===== config.mk =====
export PLATFORM = sky130hd
export DESIGN_NAME = srs_unit
export DESIGN_NICKNAME = d
export VERILOG_FILES = /design/src/rtl/srs_pkg.sv /design/src/rtl/srs_decode.sv /design/src/rtl/srs_datapath.sv /design/src/rtl/srs_unit.sv
export SDC_FILE = /design/constraint.sdc
export NUM_CORES = 1
export LEC_CHECK = 0
export BUFFER_PORTS_ARGS = -buffer_cell sky130_fd_sc_hd__buf_2
export CAP_MARGIN = 20
export CORE_ASPECT_RATIO = 1.25
export CORE_MARGIN = 3
export CORE_UTILIZATION = 45
export CTS_BUF_LIST = sky130_fd_sc_hd__clkbuf_8
export DETAILED_ROUTE_END_ITERATION = 8
export GPL_TIMING_DRIVEN = 0
export PLACE_DENSITY = 0.73
export SYNTH_ARGS = -nofsm -noshare
export SYNTH_HDL_FRONTEND = slang
export SYNTH_SLANG_ARGS = --single-unit

===== constraint.sdc =====
create_clock -name clk -period 3.7 [get_ports clk]
set_input_delay 0 -clock clk [delete_from_list [all_inputs] [get_ports clk]]
set_output_delay 0 -clock clk [all_outputs]
set_load 0.01 [all_outputs]

===== src/rtl/srs_pkg.sv =====
// Shared types for the shift/rotate/swap unit.
// Assumes the operation field is three bits wide, in the order the decoder uses.
package srs_pkg;
    typedef enum logic [2:0] {
        OP_SWAP = 3'd0,
        OP_SLL  = 3'd1,
        OP_RLC  = 3'd2,
        OP_SLLC = 3'd3,
        OP_SLR  = 3'd4,
        OP_SAR  = 3'd5,
        OP_RRC  = 3'd6,
        OP_SARC = 3'd7
    } srs_op_e;

    typedef struct packed {
        logic s;
        logic z;
        logic c;
        logic o;
    } srs_flags_t;
endpackage


===== src/rtl/srs_decode.sv =====
// Instruction decoder for the shift/rotate/swap group.
// Splits the word into the group check, the operation, the step count and the register.
// Assumes the group is identified by the bits above bit 5 matching GROUP_TAG.
module srs_decode
    import srs_pkg::*;
#(
    parameter int OPC_W     = 10,
    parameter int REG_W     = 2,
    parameter int GROUP_TAG = 1
) (
    input  logic [OPC_W-1:0] opcode,
    output logic             legal,
    output srs_op_e          op,
    output logic             dbl,
    output logic [REG_W-1:0] reg_idx
);
    localparam int OP_LSB  = 3;
    localparam int DBL_BIT = 2;
    localparam int TAG_LSB = 6;
    localparam int TAG_W   = OPC_W - TAG_LSB;

    // Split the instruction word into its fields.
    always_comb begin
        legal   = (opcode[OPC_W-1:TAG_LSB] == TAG_W'(GROUP_TAG));
        op      = srs_op_e'(opcode[OP_LSB+2:OP_LSB]);
        dbl     = opcode[DBL_BIT];
        reg_idx = opcode[REG_W-1:0];
    end
endmodule


===== src/rtl/srs_datapath.sv =====
// Combinational datapath: computes the new word, the flag values and the flag enables.
// The double-step forms are computed in one pass, not as two single steps.
// Flags that an operation leaves alone are passed through with their enables low.
module srs_datapath
    import srs_pkg::*;
#(
    parameter int WORD_W = 16
) (
    input  srs_op_e           op,
    input  logic              dbl,
    input  logic [WORD_W-1:0] v,
    input  logic              c_in,
    input  logic              o_in,
    output logic [WORD_W-1:0] res,
    output srs_flags_t        flg,
    output srs_flags_t        we
);
    localparam int HALF = WORD_W / 2;
    localparam int MSB  = WORD_W - 1;
    localparam int LSGN = HALF - 1;

    logic left_op;

    // Compute the result word and the carry/overflow side effects of each operation.
    always_comb begin
        res   = v;
        flg.c = c_in;
        flg.o = o_in;
        we.s  = 1'b1;
        we.z  = 1'b1;
        we.c  = 1'b0;
        we.o  = 1'b0;
        case (op)
            OP_SWAP: res = dbl ? {v[HALF-1:0], v[HALF-1:0]} : {v[HALF-1:0], v[MSB:HALF]};
            OP_SLL:  res = dbl ? {v[MSB-2:0], 2'b00} : {v[MSB-1:0], 1'b0};
            OP_SLLC: begin
                res   = dbl ? {v[MSB-2:0], 2'b00} : {v[MSB-1:0], 1'b0};
                we.c  = 1'b1;
                flg.c = v[MSB];
                we.o  = dbl;
                flg.o = dbl ? v[MSB-1] : o_in;
            end
            OP_RLC: begin
                res   = dbl ? {v[MSB-2:0], c_in, o_in} : {v[MSB-1:0], c_in};
                we.c  = 1'b1;
                flg.c = v[MSB];
                we.o  = dbl;
                flg.o = dbl ? v[MSB-1] : o_in;
            end
            OP_SLR:  res = dbl ? {2'b00, v[MSB:2]} : {1'b0, v[MSB:1]};
            OP_SAR:  res = dbl ? {{2{v[MSB]}}, v[MSB:2]} : {v[MSB], v[MSB:1]};
            OP_SARC: begin
                res   = dbl ? {{2{v[MSB]}}, v[MSB:2]} : {v[MSB], v[MSB:1]};
                we.c  = 1'b1;
                flg.c = v[0];
                we.o  = dbl;
                flg.o = dbl ? v[1] : o_in;
            end
            OP_RRC: begin
                res   = dbl ? {o_in, c_in, v[MSB:2]} : {c_in, v[MSB:1]};
                we.c  = 1'b1;
                flg.c = v[0];
                we.o  = dbl;
                flg.o = dbl ? v[1] : o_in;
            end
            default: res = v;
        endcase
    end

    // Sign comes from the top bit for left operations, from the low-byte top bit otherwise.
    always_comb begin
        left_op = (op == OP_SLL) || (op == OP_RLC) || (op == OP_SLLC);
        flg.s   = left_op ? res[MSB] : res[LSGN];
        flg.z   = (res == '0);
    end
endmodule


===== src/rtl/srs_unit.sv =====
// Shift/rotate/swap execution unit, top level.
// Decodes the instruction, runs the combinational datapath and registers all
// outputs on the edge after issue. Synchronous active-low reset clears every output.
// Assumes the issuing stage holds operands stable only during the issue cycle.
module srs_unit
    import srs_pkg::*;
#(
    parameter int OPC_W      = 10,
    parameter int WORD_W     = 16,
    parameter int REG_W      = 2,
    parameter int SINGLE_CYC = 6,
    parameter int DOUBLE_CYC = 8,
    parameter int CYC_W      = $clog2(DOUBLE_CYC + 1)
) (
    input  logic              clk,
    input  logic              rst_n,
    input  logic              issue,
    input  logic [OPC_W-1:0]  opcode,
    input  logic [WORD_W-1:0] operand,
    input  logic              c_in,
    input  logic              o_in,
    output logic              done,
    output logic [WORD_W-1:0] result,
    output logic [REG_W-1:0]  dst_reg,
    output logic              s_out,
    output logic              z_out,
    output logic              c_out,
    output logic              o_out,
    output logic              s_we,
    output logic              z_we,
    output logic              c_we,
    output logic              o_we,
    output logic [CYC_W-1:0]  cycles
);
    localparam int DBL_BIT = 2;

    logic              legal;
    srs_op_e           op;
    logic              dbl;
    logic [REG_W-1:0]  reg_idx;
    logic [WORD_W-1:0] dp_res;
    srs_flags_t        dp_flg;
    srs_flags_t        dp_we;

    srs_decode #(.OPC_W(OPC_W), .REG_W(REG_W), .GROUP_TAG(1)) u_decode (
        .opcode  (opcode),
        .legal   (legal),
        .op      (op),
        .dbl     (dbl),
        .reg_idx (reg_idx)
    );

    srs_datapath #(.WORD_W(WORD_W)) u_datapath (
        .op   (op),
        .dbl  (dbl),
        .v    (operand),
        .c_in (c_in),
        .o_in (o_in),
        .res  (dp_res),
        .flg  (dp_flg),
        .we   (dp_we)
    );

    // Capture the outcome of an accepted instruction; pulse done for one cycle.
    always_ff @(posedge clk) begin
        if (!rst_n) begin
            done    <= 1'b0;
            result  <= '0;
            dst_reg <= '0;
            s_out   <= 1'b0;
            z_out   <= 1'b0;
            c_out   <= 1'b0;
            o_out   <= 1'b0;
            s_we    <= 1'b0;
            z_we    <= 1'b0;
            c_we    <= 1'b0;
            o_we    <= 1'b0;
            cycles  <= '0;
        end else begin
            done <= issue && legal;
            if (issue && legal) begin
                result  <= dp_res;
                dst_reg <= reg_idx;
                s_out   <= dp_flg.s;
                z_out   <= dp_flg.z;
                c_out   <= dp_flg.c;
                o_out   <= dp_flg.o;
                s_we    <= dp_we.s;
                z_we    <= dp_we.z;
                c_we    <= dp_we.c;
                o_we    <= dp_we.o;
                cycles  <= dbl ? CYC_W'(DOUBLE_CYC) : CYC_W'(SINGLE_CYC);
            end
        end
    end

    p_accept_r1: assert property (@(posedge clk) disable iff (!rst_n)
        issue && legal |=> done && dst_reg == $past(opcode[REG_W-1:0]));

    p_reject_r2: assert property (@(posedge clk) disable iff (!rst_n)
        !(issue && legal) |=> !done);

    p_cost_r3: assert property (@(posedge clk) disable iff (!rst_n)
        done |-> cycles == ($past(opcode[DBL_BIT]) ? CYC_W'(DOUBLE_CYC) : CYC_W'(SINGLE_CYC)));

    p_zero_r10: assert property (@(posedge clk) disable iff (!rst_n)
        done && z_out |-> result == '0);

    p_keepc_r11: assert property (@(posedge clk) disable iff (!rst_n)
        done && !c_we |-> c_out == $past(c_in));

    p_keepo_r11: assert property (@(posedge clk) disable iff (!rst_n)
        done && !o_we |-> o_out == $past(o_in));

    p_ovf_double_r11: assert property (@(posedge clk) disable iff (!rst_n)
        done && o_we |-> c_we && cycles == CYC_W'(DOUBLE_CYC));
endmodule


# [Word level (Yosys, flattened, before mapping)]
# Cells that the tools add are included.
# W data, S select, Z words.
[word_totals] register_bits=30 latch_bits=0 ram_bits=0 rom_bits=0 inputBits=31 n_memories=0
[op_classes] n_addsub=0 n_mul=0 div=0 magnitude_cmp=0 n_eq_ne=8 n_shift=0 n_mux=13 bitwise=0 n_reduce_logical=10
[op_table] operator="$pmux W16 S6" count=1
[op_table] operator="$mux W16" count=3
[op_table] operator="$logic_not A16 Y1" count=1
[op_table] operator="$mux W15" count=1
[op_table] operator="$mux W14" count=1
[op_table] operator="$eq A3 B3 Y1 const B" count=4
[op_table] operator="$mux W8" count=1
[op_table] operator="$reduce_or A2 Y1" count=4
[op_table] operator="$eq A3 B2 Y1 const B" count=2
[op_table] operator="$eq A4 B1 Y1 const B" count=1
[op_table] operator="$mux W4" count=1
[op_table] operator="$pmux W2 S2" count=1
[op_table] operator="$reduce_or A4 Y1" count=1
[op_table] operator="$eq A3 B1 Y1 const B" count=1
[op_table] operator="$logic_not A3 Y1" count=1
[op_table] operator="$mux W1" count=3
[op_table] operator="$logic_or A1 B1 Y1" count=2
[op_table] operator="$mux W2" count=1
[op_table] operator="$logic_and A1 B1 Y1" count=1

# [Depth between registers and ports, before layout]
# Gate-level depths: netlist (run 1).
[logic_depth] depth_word=4 ltp_mapped=9

# [Cells and area by module]
# Synthesis (run 1) repeated with hierarchy kept, for this count alone.
[hier_totals] hier_cells=274 hier_area_um2=2194.6
[modules_own_cells] module="srs_unit" n_inst=1 cells_per_inst=133 area_per_inst_um2=1222.4
[modules_own_cells] module="srs_datapath" n_inst=1 cells_per_inst=134 area_per_inst_um2=912.1
[modules_own_cells] module="srs_decode" n_inst=1 cells_per_inst=7 area_per_inst_um2=60.1

# [Worst setup path before layout (run 1)]
# OpenSTA, ideal clock, no wires.
[synth_path] path_type="input to register" start="input port opcode[3]" end="register z_out" setup_time_ns=0.069 t_arrival_ns=1.565 required_ns=3.631 slack_ns=2.066 path_stages=6 path_cell_list="buf_2 -> and3_1 -> or4_1 -> or2_0 -> or4_1 -> o21ai_1"
[synth_between] elab_chain_len=4
[synth_rtl] item="start, declared" line="srs_unit.sv:18" rtl="input logic [OPC_W-1:0] opcode,"
[synth_rtl] item="$eq A3 B3 Y1, or another cell as far along" line="srs_datapath.sv:33" rtl="case (op)"
[synth_rtl] item="$reduce_or A2 Y1 (no source line)"
[synth_rtl] item="$pmux W16 S6 (*)" line="srs_datapath.sv:33"
[synth_rtl] item="$logic_not A16 Y1 (*)" line="srs_datapath.sv:74" rtl="flg.z = (res == '0);"
[synth_rtl] item="end signal, assigned" line="srs_unit.sv:85" rtl="z_out <= dp_flg.z;"
[synth_rtl] item="end, declared" line="srs_unit.sv:26" rtl="output logic z_out,"
# Every way passes the cells marked *; elsewhere a longest branch is shown, timed or not.
# A chain may end at the register's enable or synchronous reset.

# [Final worst setup path (run 1)]
[layout_path] start="input port opcode[5]" end="register z_out"
# The elaborated chain is that of the path after synthesis.

==> flow_summary_export.csv, run 1 <==
group,metric,value,unit
status,status,"finished clean",
final_layout,area_delta_synth_final,24.8,%
hold_path,hp-class,"in2reg",
placed_design,numPortBuffers,59,
critical_path,crit_buf_inv,1,
die,dieArea,4640,um2
critical_path,critPathSlowestCell,"nor3_1",
sta,worst_pin_slew,0.796,ns
clock_network,clk_pin_slew,0.09,ns
die,initial_utilization,0.481,
route,first_iter_violations,108,
sta,slew_headroom,0.465,
die,fp.coreArea,3600,um2
final_layout,final_util,0.600,
power,powerDensity,292,nW/um2
synth,syn_area_per_cell,7.25,um2
critical_path,startpoint_type,"primary input",
route,via_per_inst,5.66,
synth,ys_seq_elements,28,
clock_network,cts_setup_buffers,0,
global_routing,grt_max_degree,16,
clock_network,clk_latency,0.27,ns
die,die_h,75.4,um
sta,setup_viol,0,
placed_design,dpl.hpwl,4220,um
clock_network,cts_root_buffer,"clkbuf_8",
die,ios,62,
sta,rsz0062_at_grt,"no",
final_layout,largest_reg_flops,16,
synth,syn_inst,239,
synth,synth_cell_types,39,
run,drv_cap,0,
final_layout,fin_cells,344,
global_routing,overflow,0,
clock_network,cts_hold_buffers,3,
global_routing,grt_pass1_vias,1805,
sta,fin_skew,0,ns
clock_network,cts-resized-gates,0,
global_routing,antenna_found_initial,0,
final_layout,nFillCells,366,
synth,yosys.area.top_type,"dfxtp_1",
clock_network,cts_buffer_depth,2,
sta,max_freq,0.544,GHz
clock_network,cts_buffers,3,
clock_network,cts.sink_count,28,
sta,hold_violations,0,
critical_path,critical_path_class,"in2reg",
placed_design,placed_cells,337,
route,firstDrtPassIters,4,
sta,min_period_over_period,0.497,
route,wl,5320,um
critical_path,critPathMaxFanout,8,
synth,synthArstFlopShare,0,
route,ant_nets,0,
route,wire_per_inst,15.5,um
power,vdd_drop_max,171,uV
synth,synthFlopType,"dfxtp_1",
synth,ys_top_cells_by_area,"dfxtp_1, nand2_1, nand3_1",
route,num_vias,1947,
sta,layout_min_cycle_time,1.84,ns
route,drc,0,
critical_path,cp.arrival,2.05,ns
synth,synth_top_area_share,0.323,
sta,hold_slack,0.0660,ns
sta,finalSetupTns,0,ns
final_layout,finish.net_count,337,
global_routing,grt_first_pass_wirelength,8350,um
power,power.total,631,uW
critical_path,crit_path_end_kind,"register",
global_routing,gr-usage-all-layers,0.238,
synth,synth_edf_count,0,
final_layout,drive_above_1_share,0.243,
placed_design,gp_congestion,0.952,
synth,synth.cell_area,1730,um2
clock_network,tritoncts,"built",
critical_path,timing.critical_path.cells,"buf_2 > nor3_1 > a32o_1 > a31oi_1 > or2_0 > or4_1 > o21ai_1",
synth,synth.yosys.seq_area_share,0.323,
final_layout,antennaDiodeCount,0,
critical_path,slowest_delay,0.67,ns
die,std_cell_rows,24,
critical_path,required,3.91,ns
clock_network,htreeDepth,1,
die,die_w,61.5,um
sta,maxSlewViolCount,0,
synth,mappedNetlistNets,270,
synth,ys_warn_count,0,
critical_path,critical-path-top-delay-family,"simple AND/OR/NAND/NOR gates",
power,p_leak,1.00,nW
==> worst reg2reg max path, delay by kind of cell, from the launching register on <==
family           cells  cell delay (ns)
flip-flops           1             0.31
AND/OR/NAND/NOR      2             0.24
AO/OA/AOI/OAI        1             0.09
==> cell type report <==
cell class | count | area (um2) | share of cell area
tap | 39 | 48.8 | 0.0226
multi-input combinational | 188 | 1070 | 0.495
clock buffer | 4 | 55.1 | 0.0255
timing repair buffer | 62 | 325 | 0.150
inverter | 2 | 7.51 | 0.00347
sequential | 28 | 561 | 0.259
buffer | 21 | 95.1 | 0.0440
==> layout by cell type, fill, tap and decap left out, types with 2 or more instances in the layout <==
| cell type | instances |
|---|---|
| a21boi_0 | 10 |
| a21oi_1 | 10 |
| a31oi_1 | 2 |
| a32oi_1 | 3 |
| and2_1 | 11 |
| and3_1 | 2 |
| buf_2 | 63 |
| buf_4 | 3 |
| clkbuf_1 | 13 |
| clkbuf_8 | 4 |
| dfxtp_1 | 28 |
| dlygate4sd3_1 | 3 |
| inv_1 | 2 |
| mux2_2 | 2 |
| mux2i_1 | 5 |
| nand2_1 | 48 |
| nand2b_1 | 12 |
| nand3_1 | 26 |
| nand4_1 | 3 |
| nor2_1 | 5 |
| nor2b_1 | 3 |
| nor3_1 | 4 |
| nor4b_1 | 2 |
| o211a_1 | 3 |
| o211ai_1 | 7 |
| o21ai_0 | 15 |
| or4_1 | 2 |
==> power breakdown <==
group | switching (mW) | internal (mW)
Combinational | 0.0845 | 0.0557
Sequential | 0.00218 | 0.306
Clock | 0.0873 | 0.0951
==> cells by family (layout without fill, tap and decap cells) <==
family | after synthesis | in the layout | synth area share
compound gates | 59 | 59 | 0.230
mux | 7 | 7 | 0.0419
buf+inv | 23 | 89 | 0.0592
other cells | 1 | 1 | 0.00216
simple gates | 121 | 121 | 0.344
flops | 28 | 28 | 0.323
==> worst paths after layout <==
kind / from / to / slack, ns / cells past startpoint
hold / removal: opcode[9] / done / 0.07 / 3
setup / recovery: opcode[5] / z_out / 1.86 / 7
setup reg to reg: result[4] / result[4] / 2.96 / 3
hold reg to reg: o_we / o_we / 0.47 / 2
==> layer usage <==
layer | GRT usage | part of all wire | vias to the layer above
met4 | 0.106 | 0.037 | 0
met2 | 0.409 | 0.49 | 85
met5 | 0 | 0 | -
li1 | - | - | 969
met3 | 0.0288 | 0.062 | 18
met1 | 0.293 | 0.41 | 875
==> cell usage after synthesis, types with 3 or more instances <==
| cell type | number |
|---|---|
| o21ai_0 | 15 |
| a21oi_1 | 10 |
| nand4_1 | 3 |
| dfxtp_1 | 28 |
| and2_1 | 11 |
| o211ai_1 | 7 |
| buf_4 | 3 |
| nor2b_1 | 3 |
| nor2_1 | 5 |
| nand2_1 | 48 |
| buf_2 | 4 |
| clkbuf_1 | 13 |
| o211a_1 | 3 |
| nand3_1 | 26 |
| mux2i_1 | 5 |
| nor3_1 | 4 |
| a21boi_0 | 10 |
| nand2b_1 | 12 |
| a32oi_1 | 3 |
==> metrics by stage <==
step                      setup WS [ns]  area, um2
after global routing               1.75       2160
after CTS                          1.91       2160
after floorplan                    2.07       1730
after detailed placement           1.63       2080
final                              1.86       2160
after global placement             1.59       2080
Power figures use the tool's default switching activity.
==> run 2: changes to the inputs <==
--- a/config.mk
+++ b/config.mk
@@ -13,7 +13,7 @@
 export CTS_BUF_LIST = sky130_fd_sc_hd__clkbuf_8
 export DETAILED_ROUTE_END_ITERATION = 8
 export GPL_TIMING_DRIVEN = 0
-export PLACE_DENSITY = 0.73
+export PLACE_DENSITY = 0.76
 export SYNTH_ARGS = -nofsm -noshare
 export SYNTH_HDL_FRONTEND = slang
 export SYNTH_SLANG_ARGS = --single-unit
==> constraint.sdc (replaced) <==
create_clock -name clk -period 1.6 [get_ports clk]
set_input_delay 0 -clock clk [delete_from_list [all_inputs] [get_ports clk]]
set_output_delay 0 -clock clk [all_outputs]
set_load 0.01 [all_outputs]
==> run 2 against run 1 <==
- critical endpoint unchanged
- first-iteration DRC count increased by 0.93%
- largest cell class unchanged
- final cell count is the same
- non-clock buffer count unchanged
- highest routed layer unchanged
- register-to-register slack got worse by 2.1 ns
- clock-buffer cell count stayed put
- clock skew stayed put
- hold slack worse by 0.0067 ns
==> flow_summary_export.csv, run 2 (synthesis gave the netlist of run 1 again) <==
group,metric,value,unit
critical_path,critPathMaxFanout,10,
final_layout,largest_reg_flops,16,
clock_network,clk_pin_slew,0.09,ns
critical_path,startpoint_type,"primary input",
sta,hold_slack,0.0592,ns
sta,fin_skew,0,ns
power,p_leak,1.04,nW
die,ios,62,
critical_path,crit_path_end_kind,"register",
global_routing,grt_max_degree,16,
sta,rsz0062_at_grt,"yes",
final_layout,antennaDiodeCount,0,
global_routing,grt_first_pass_wirelength,8820,um
placed_design,gp_congestion,0.966,
global_routing,antenna_found_initial,0,
placed_design,placed_cells,337,
sta,hold_violations,0,
clock_network,clk_latency,0.27,ns
global_routing,grt_pass1_vias,1880,
die,dieArea,4640,um2
placed_design,dpl.hpwl,4260,um
route,ant_nets,0,
route,first_iter_violations,109,
final_layout,finish.net_count,337,
sta,max_freq,0.626,GHz
route,wire_per_inst,15.9,um
clock_network,cts_buffer_depth,2,
hold_path,hp-class,"in2reg",
sta,setup_viol,0,
critical_path,cp.arrival,1.81,ns
clock_network,cts.sink_count,28,
die,initial_utilization,0.481,
global_routing,overflow,0,
route,num_vias,2045,
route,met2_length,2750,um
die,fp.coreArea,3600,um2
die,die_h,75.4,um
sta,maxSlewViolCount,0,
status,status,"finished clean",
placed_design,place_ws,-0.500,ns
die,std_cell_rows,24,
critical_path,critical_path_class,"in2reg",
route,via_per_inst,5.94,
sta,layout_min_cycle_time,1.60,ns
power,powerDensity,672,nW/um2
sta,setup_slack,0.00266,ns
placed_design,numPortBuffers,59,
final_layout,final_common_cell,"buf_2",
clock_network,cts_buffers,3,
run,drv_cap,0,
final_layout,final_util,0.623,
critical_path,required,1.82,ns
final_layout,area_delta_synth_final,29.5,%
sta,min_period_over_period,0.998,
final_layout,final_cell_mix,"buf_2, nand2_1, dfxtp_1, nand3_1, o21ai_0",
global_routing,gr-usage-all-layers,0.250,
final_layout,fin_cells,344,
power,vdd_drop_max,304,uV
clock_network,tritoncts,"built",
route,drc,0,
route,wl_met3,354,um
clock_network,cts_root_buffer,"clkbuf_8",
route,firstDrtPassIters,4,
route,met1_length,2240,um
clock_network,htreeDepth,1,
route,wl,5480,um
sta,finalSetupTns,0,ns
final_layout,drive_above_1_share,0.292,
die,die_w,61.5,um
route,top_layer_used,"met4",
run 2: cell types whose count changed in the layout (fill, tap and decap cells not counted), moves of 2 or more:
cell,before,now
buf_4,3,8
clkbuf_1,13,8
buf_2,63,60
nor3_1,4,1
nor3_2,0,3
clkbuf_2,0,2
nand2b_1,12,10
run 2: path summary, 6_finish.rpt:
path / start / endpoint / slack, ns / cells after the start
min: opcode[7] / done / 0.06 / 3
min reg2reg: result[3] / result[3] / 0.47 / 2
max reg2reg: result[0] / result[0] / 0.89 / 3
max: opcode[2] / z_out / 0.003 / 9
run 2: power breakdown:
| part | leakage [nW] | switching [mW] | internal (mW) |
|---|---|---|---|
| combinational | 0.786 | 0.207 | 0.148 |
| sequential | 0.226 | 0.00508 | 0.707 |
| clock | 0.0288 | 0.219 | 0.220 |
run 2: layout make-up:
| type | count | area (um2) |
|---|---|---|
| Clock buffer | 4 | 55.1 |
| Inverter | 2 | 7.51 |
| Multi-Input combinational cell | 188 | 1120 |
| Sequential cell | 28 | 561 |
| Fill cell | 340 | 1360 |
| Timing Repair Buffer | 64 | 340 |
| Buffer | 19 | 109 |
| Tap cell | 39 | 48.8 |
run 2: worst max-delay path, stage by stage:
cell and delay, ns:
buf_2 0.15, buf_4 0.18, buf_2 0.19, nand2_1 0.16
o21ai_0 0.15, a32oi_2 0.24, nand3_1 0.09, or4_1 0.53
o21ai_1 0.12
run 2: repair_timing:
item / CTS / global route
hold buffers: 3 / 0
setup buffers: 1 / 1
endpoints found under the hold margin: 3 / 0
setup endpoints to repair: 2 / 7
pin swaps: 2 / 2
resized for setup: 11 / 11
run 2: per-layer routing:
layer | vias to the layer above | global-route usage
li1 | 974 | -
met1 | 954 | 0.306
met2 | 102 | 0.442
met3 | 15 | 0.0169
met4 | 0 | 0.106
met5 | - | 0
run 2: stage by stage:
| step | instance area, um2 | power [mW] |
|---|---|---|
| 5_1_grt | 2240 | 1.57 |
| 4_1_cts | 2210 | 1.49 |
| 3_5_place_dp | 2080 | 1.04 |
| 6_report | 2240 | 1.51 |
| 2_1_floorplan | 1740 | 0.916 |
| 3_3_place_gp | 2080 | 1.04 |
==> run 3: changes to the inputs <==
--- a/config.mk
+++ b/config.mk
@@ -5,6 +5,7 @@
 export SDC_FILE = /design/constraint.sdc
 export NUM_CORES = 1
 export LEC_CHECK = 0
+export ABC_AREA = 1
 export BUFFER_PORTS_ARGS = -buffer_cell sky130_fd_sc_hd__buf_2
 export CAP_MARGIN = 20
 export CORE_ASPECT_RATIO = 1.25
@@ -13,7 +14,7 @@
 export CTS_BUF_LIST = sky130_fd_sc_hd__clkbuf_8
 export DETAILED_ROUTE_END_ITERATION = 8
 export GPL_TIMING_DRIVEN = 0
-export PLACE_DENSITY = 0.76
+export PLACE_DENSITY = 0.75
 export SYNTH_ARGS = -nofsm -noshare
 export SYNTH_HDL_FRONTEND = slang
 export SYNTH_SLANG_ARGS = --single-unit
==> run 3 against run 2 <==
- sequential power increased by 0.6%
- register-to-register slack improved by 0.04 ns
- highest routed layer unchanged
- critical path type unchanged
- non-clock buffer count fell by 3
- sequential share of layout area fell by 1.4 points
- first-iteration DRC count rose by 70%
- final cell count up 27%
- synthesized cell count grew 32%
- clock skew did not move
==> flow_summary_export.csv, run 3 <==
group,metric,value,unit
global_routing,met3_usage,0.00986,
clock_network,cts_hold_buffers,2,
critical_path,r2r_cells,4,
sta,min_period_over_period,0.685,
final_layout,area_delta_synth_final,22.5,%
hold_path,min-delay-start,"rst_n",
die,die_h,79.4,um
route,wl,5560,um
synth,synthArstFlopShare,0,
global_routing,grt_first_pass_wirelength,9480,um
global_routing,use_met2,0.420,
synth,synth.yosys.seq_area_share,0.289,
sta,finalSetupTns,0,ns
power,powerDensity,650,nW/um2
global_routing,gr-usage-all-layers,0.229,
critical_path,crit_buf_inv,3,
route,wire_per_inst,12.8,um
sta,max_freq,0.913,GHz
final_layout,fin_cells,436,
placed_design,placed_cells,430,
sta,hold_violations,0,
route,ant_nets,0,
die,dieArea,5140,um2
critical_path,cp.arrival,1.31,ns
critical_path,timing.critical_path.cells,"buf_2 > inv_1 > clkbuf_1 > nand3_1 > nand2_1 > nor2_1 > nor2_2 > nand3_1 > nor2_1 > nand2_1 > a21oi_2",
synth,synth_top_area_share,0.289,
die,die_w,64.7,um
synth,syn_area_per_cell,6.13,um2
run,drv_cap,0,
critical_path,critical_path_class,"in2reg",
critical_path,critPathSlowestCell,"clkbuf_1",
synth,synth_top_cells_by_count,"nand2_1, nand3_1, nor2_1, dfxtp_1, inv_1",
synth,synthFlopType,"dfxtp_1",
route,num_vias,2155,
synth,synth.cell_area,1940,um2
global_routing,grt_pass1_vias,2083,
clock_network,cts_root_buffer,"clkbuf_8",
route,drc,0,
final_layout,finish.net_count,412,
global_routing,antenna_found_initial,0,
final_layout,final_cell_mix,"nand2_1, buf_2, nand3_1, nor2_1",
critical_path,required,1.81,ns
clock_network,clk_pin_slew,0.09,ns
critical_path,critPathMaxFanout,10,
clock_network,cts_buffer_depth,2,
die,std_cell_rows,26,
clock_network,clk_latency,0.27,ns
synth,mappedNetlistNets,347,
synth,ys_top_cells_by_area,"dfxtp_1, nand2_1, nand3_1",
hold_path,whs_path_depth,3,
clock_network,htreeDepth,1,
final_layout,largest_reg_flops,16,
placed_design,dpl.hpwl,4530,um
route,first_iter_violations,185,
global_routing,grt_max_degree,16,
critical_path,crit_path_end_kind,"register",
final_layout,drive_above_1_share,0.263,
final_layout,final_util,0.575,
synth,synth_edf_count,0,
route,via_per_inst,4.94,
route,firstDrtPassIters,4,
critical_path,r2r_slack,0.93,ns
power,p_leak,1.34,nW
final_layout,antennaDiodeCount,0,
global_routing,overflow,0,
power,vdd_drop_max,399,uV
clock_network,cts-resized-gates,0,
synth,yosysMostFrequentCell,"nand2_1",
clock_network,tritoncts,"built",
critical_path,r2r_end,"result[15]",
sta,layout_min_cycle_time,1.10,ns
die,initial_utilization,0.469,
synth,syn_inst,316,
clock_network,cts_setup_buffers,0,
critical_path,reg2reg_from,"result[15]",
die,ios,62,
sta,fin_skew,0,ns
hold_path,min_to,"s_out",
critical_path,startpoint_type,"primary input",
sta,rsz0062_at_grt,"no",
die,fp.coreArea,4130,um2
placed_design,gp_congestion,0.894,
status,status,"finished clean",
sta,maxSlewViolCount,0,
hold_path,hp-class,"in2reg",
placed_design,numPortBuffers,58,
sta,setup_viol,0,
final_layout,final_common_cell,"nand2_1",
critical_path,slowest_delay,0.37,ns
clock_network,cts_buffers,3,
global_routing,gr-usage-met1,0.280,
critical_path,critical-path-top-delay-family,"simple AND/OR/NAND/NOR gates",
synth,ys_seq_elements,28,
synth,ys_warn_count,0,
clock_network,cts.sink_count,28,
synth,synth_cell_types,30,
global_routing,grt_busiest_layer,"met2",
synth,yosys.area.top_type,"dfxtp_1",
[run 3: changes by cell type after synthesis, moves of 8 or more]
cell,before,now
a21boi_0,10,0
and2_1,11,0
clkbuf_1,13,5
inv_1,2,28
nand2_1,48,98
nand2b_1,12,0
nand3_1,26,36
nor2_1,5,32
o21ai_0,15,24
[run 3: where the power goes]
| group | switching (mW) | leakage (nW) | internal (mW) |
|---|---|---|---|
| Sequential | 0.00627 | 0.226 | 0.710 |
| Combinational | 0.251 | 1.09 | 0.150 |
| Clock | 0.205 | 0.0288 | 0.220 |
| Total | 0.462 | 1.34 | 1.08 |
[run 3: worst min-delay path, stage by stage]
cell	delay, ns
buf_2	0.11
o21ai_0	0.08
a31oi_1	0.04
[run 3: stage by stage]
step / setup WS [ns] / area, um2 / power (mW) / hold WS, ns
5_1_grt: 0.341 / 2370 / 1.63 / 0.0166
3_3_place_gp: 0.252 / 2300 / 1.13 / 0.261
2_1_floorplan: 0.568 / 1940 / 1.00 / 0.138
3_5_place_dp: 0.237 / 2300 / 1.13 / 0.270
6_report: 0.505 / 2370 / 1.54 / 0.00952
4_1_cts: 0.516 / 2370 / 1.55 / 0.00655
[run 3: cell type report]
class,count,area (um2)
Fill cell,434,1760
Multi-Input combinational cell,234,1080
Sequential cell,28,561
Timing Repair Buffer,60,310
Buffer,20,158
Inverter,34,135
Tap cell,56,70.1
Clock buffer,4,55.1
[run 3: logic make-up (layout without fill, tap and decap cells)]
group | after synthesis | after routing | share of synthesized area
other | 1 | 1 | 0.00193
and+or+nand+nor | 187 | 187 | 0.433
AOI/OAI and AO/OA | 46 | 46 | 0.125
buffers and inverters | 54 | 118 | 0.151
DFF | 28 | 28 | 0.289
[run 3: per-layer routing]
layer / share of wire / vias to the layer above
li1: - / 1121
met1: 0.44 / 949
met2: 0.50 / 73
met3: 0.039 / 12
met4: 0.023 / 0
met5: 0 / -
[run 3: worst max path at each step]
stage                    from  endpoint  slack, ns  depth (start not counted)
finish              opcode[5]     z_out       0.50                         11
global route        opcode[5]     z_out       0.34                         11
CTS                 opcode[5]     z_out       0.52                         11
detailed placement  opcode[5]     z_out       0.24                         11
global placement    opcode[5]     z_out       0.25                         11
floorplan           opcode[4]     z_out       0.57                         11
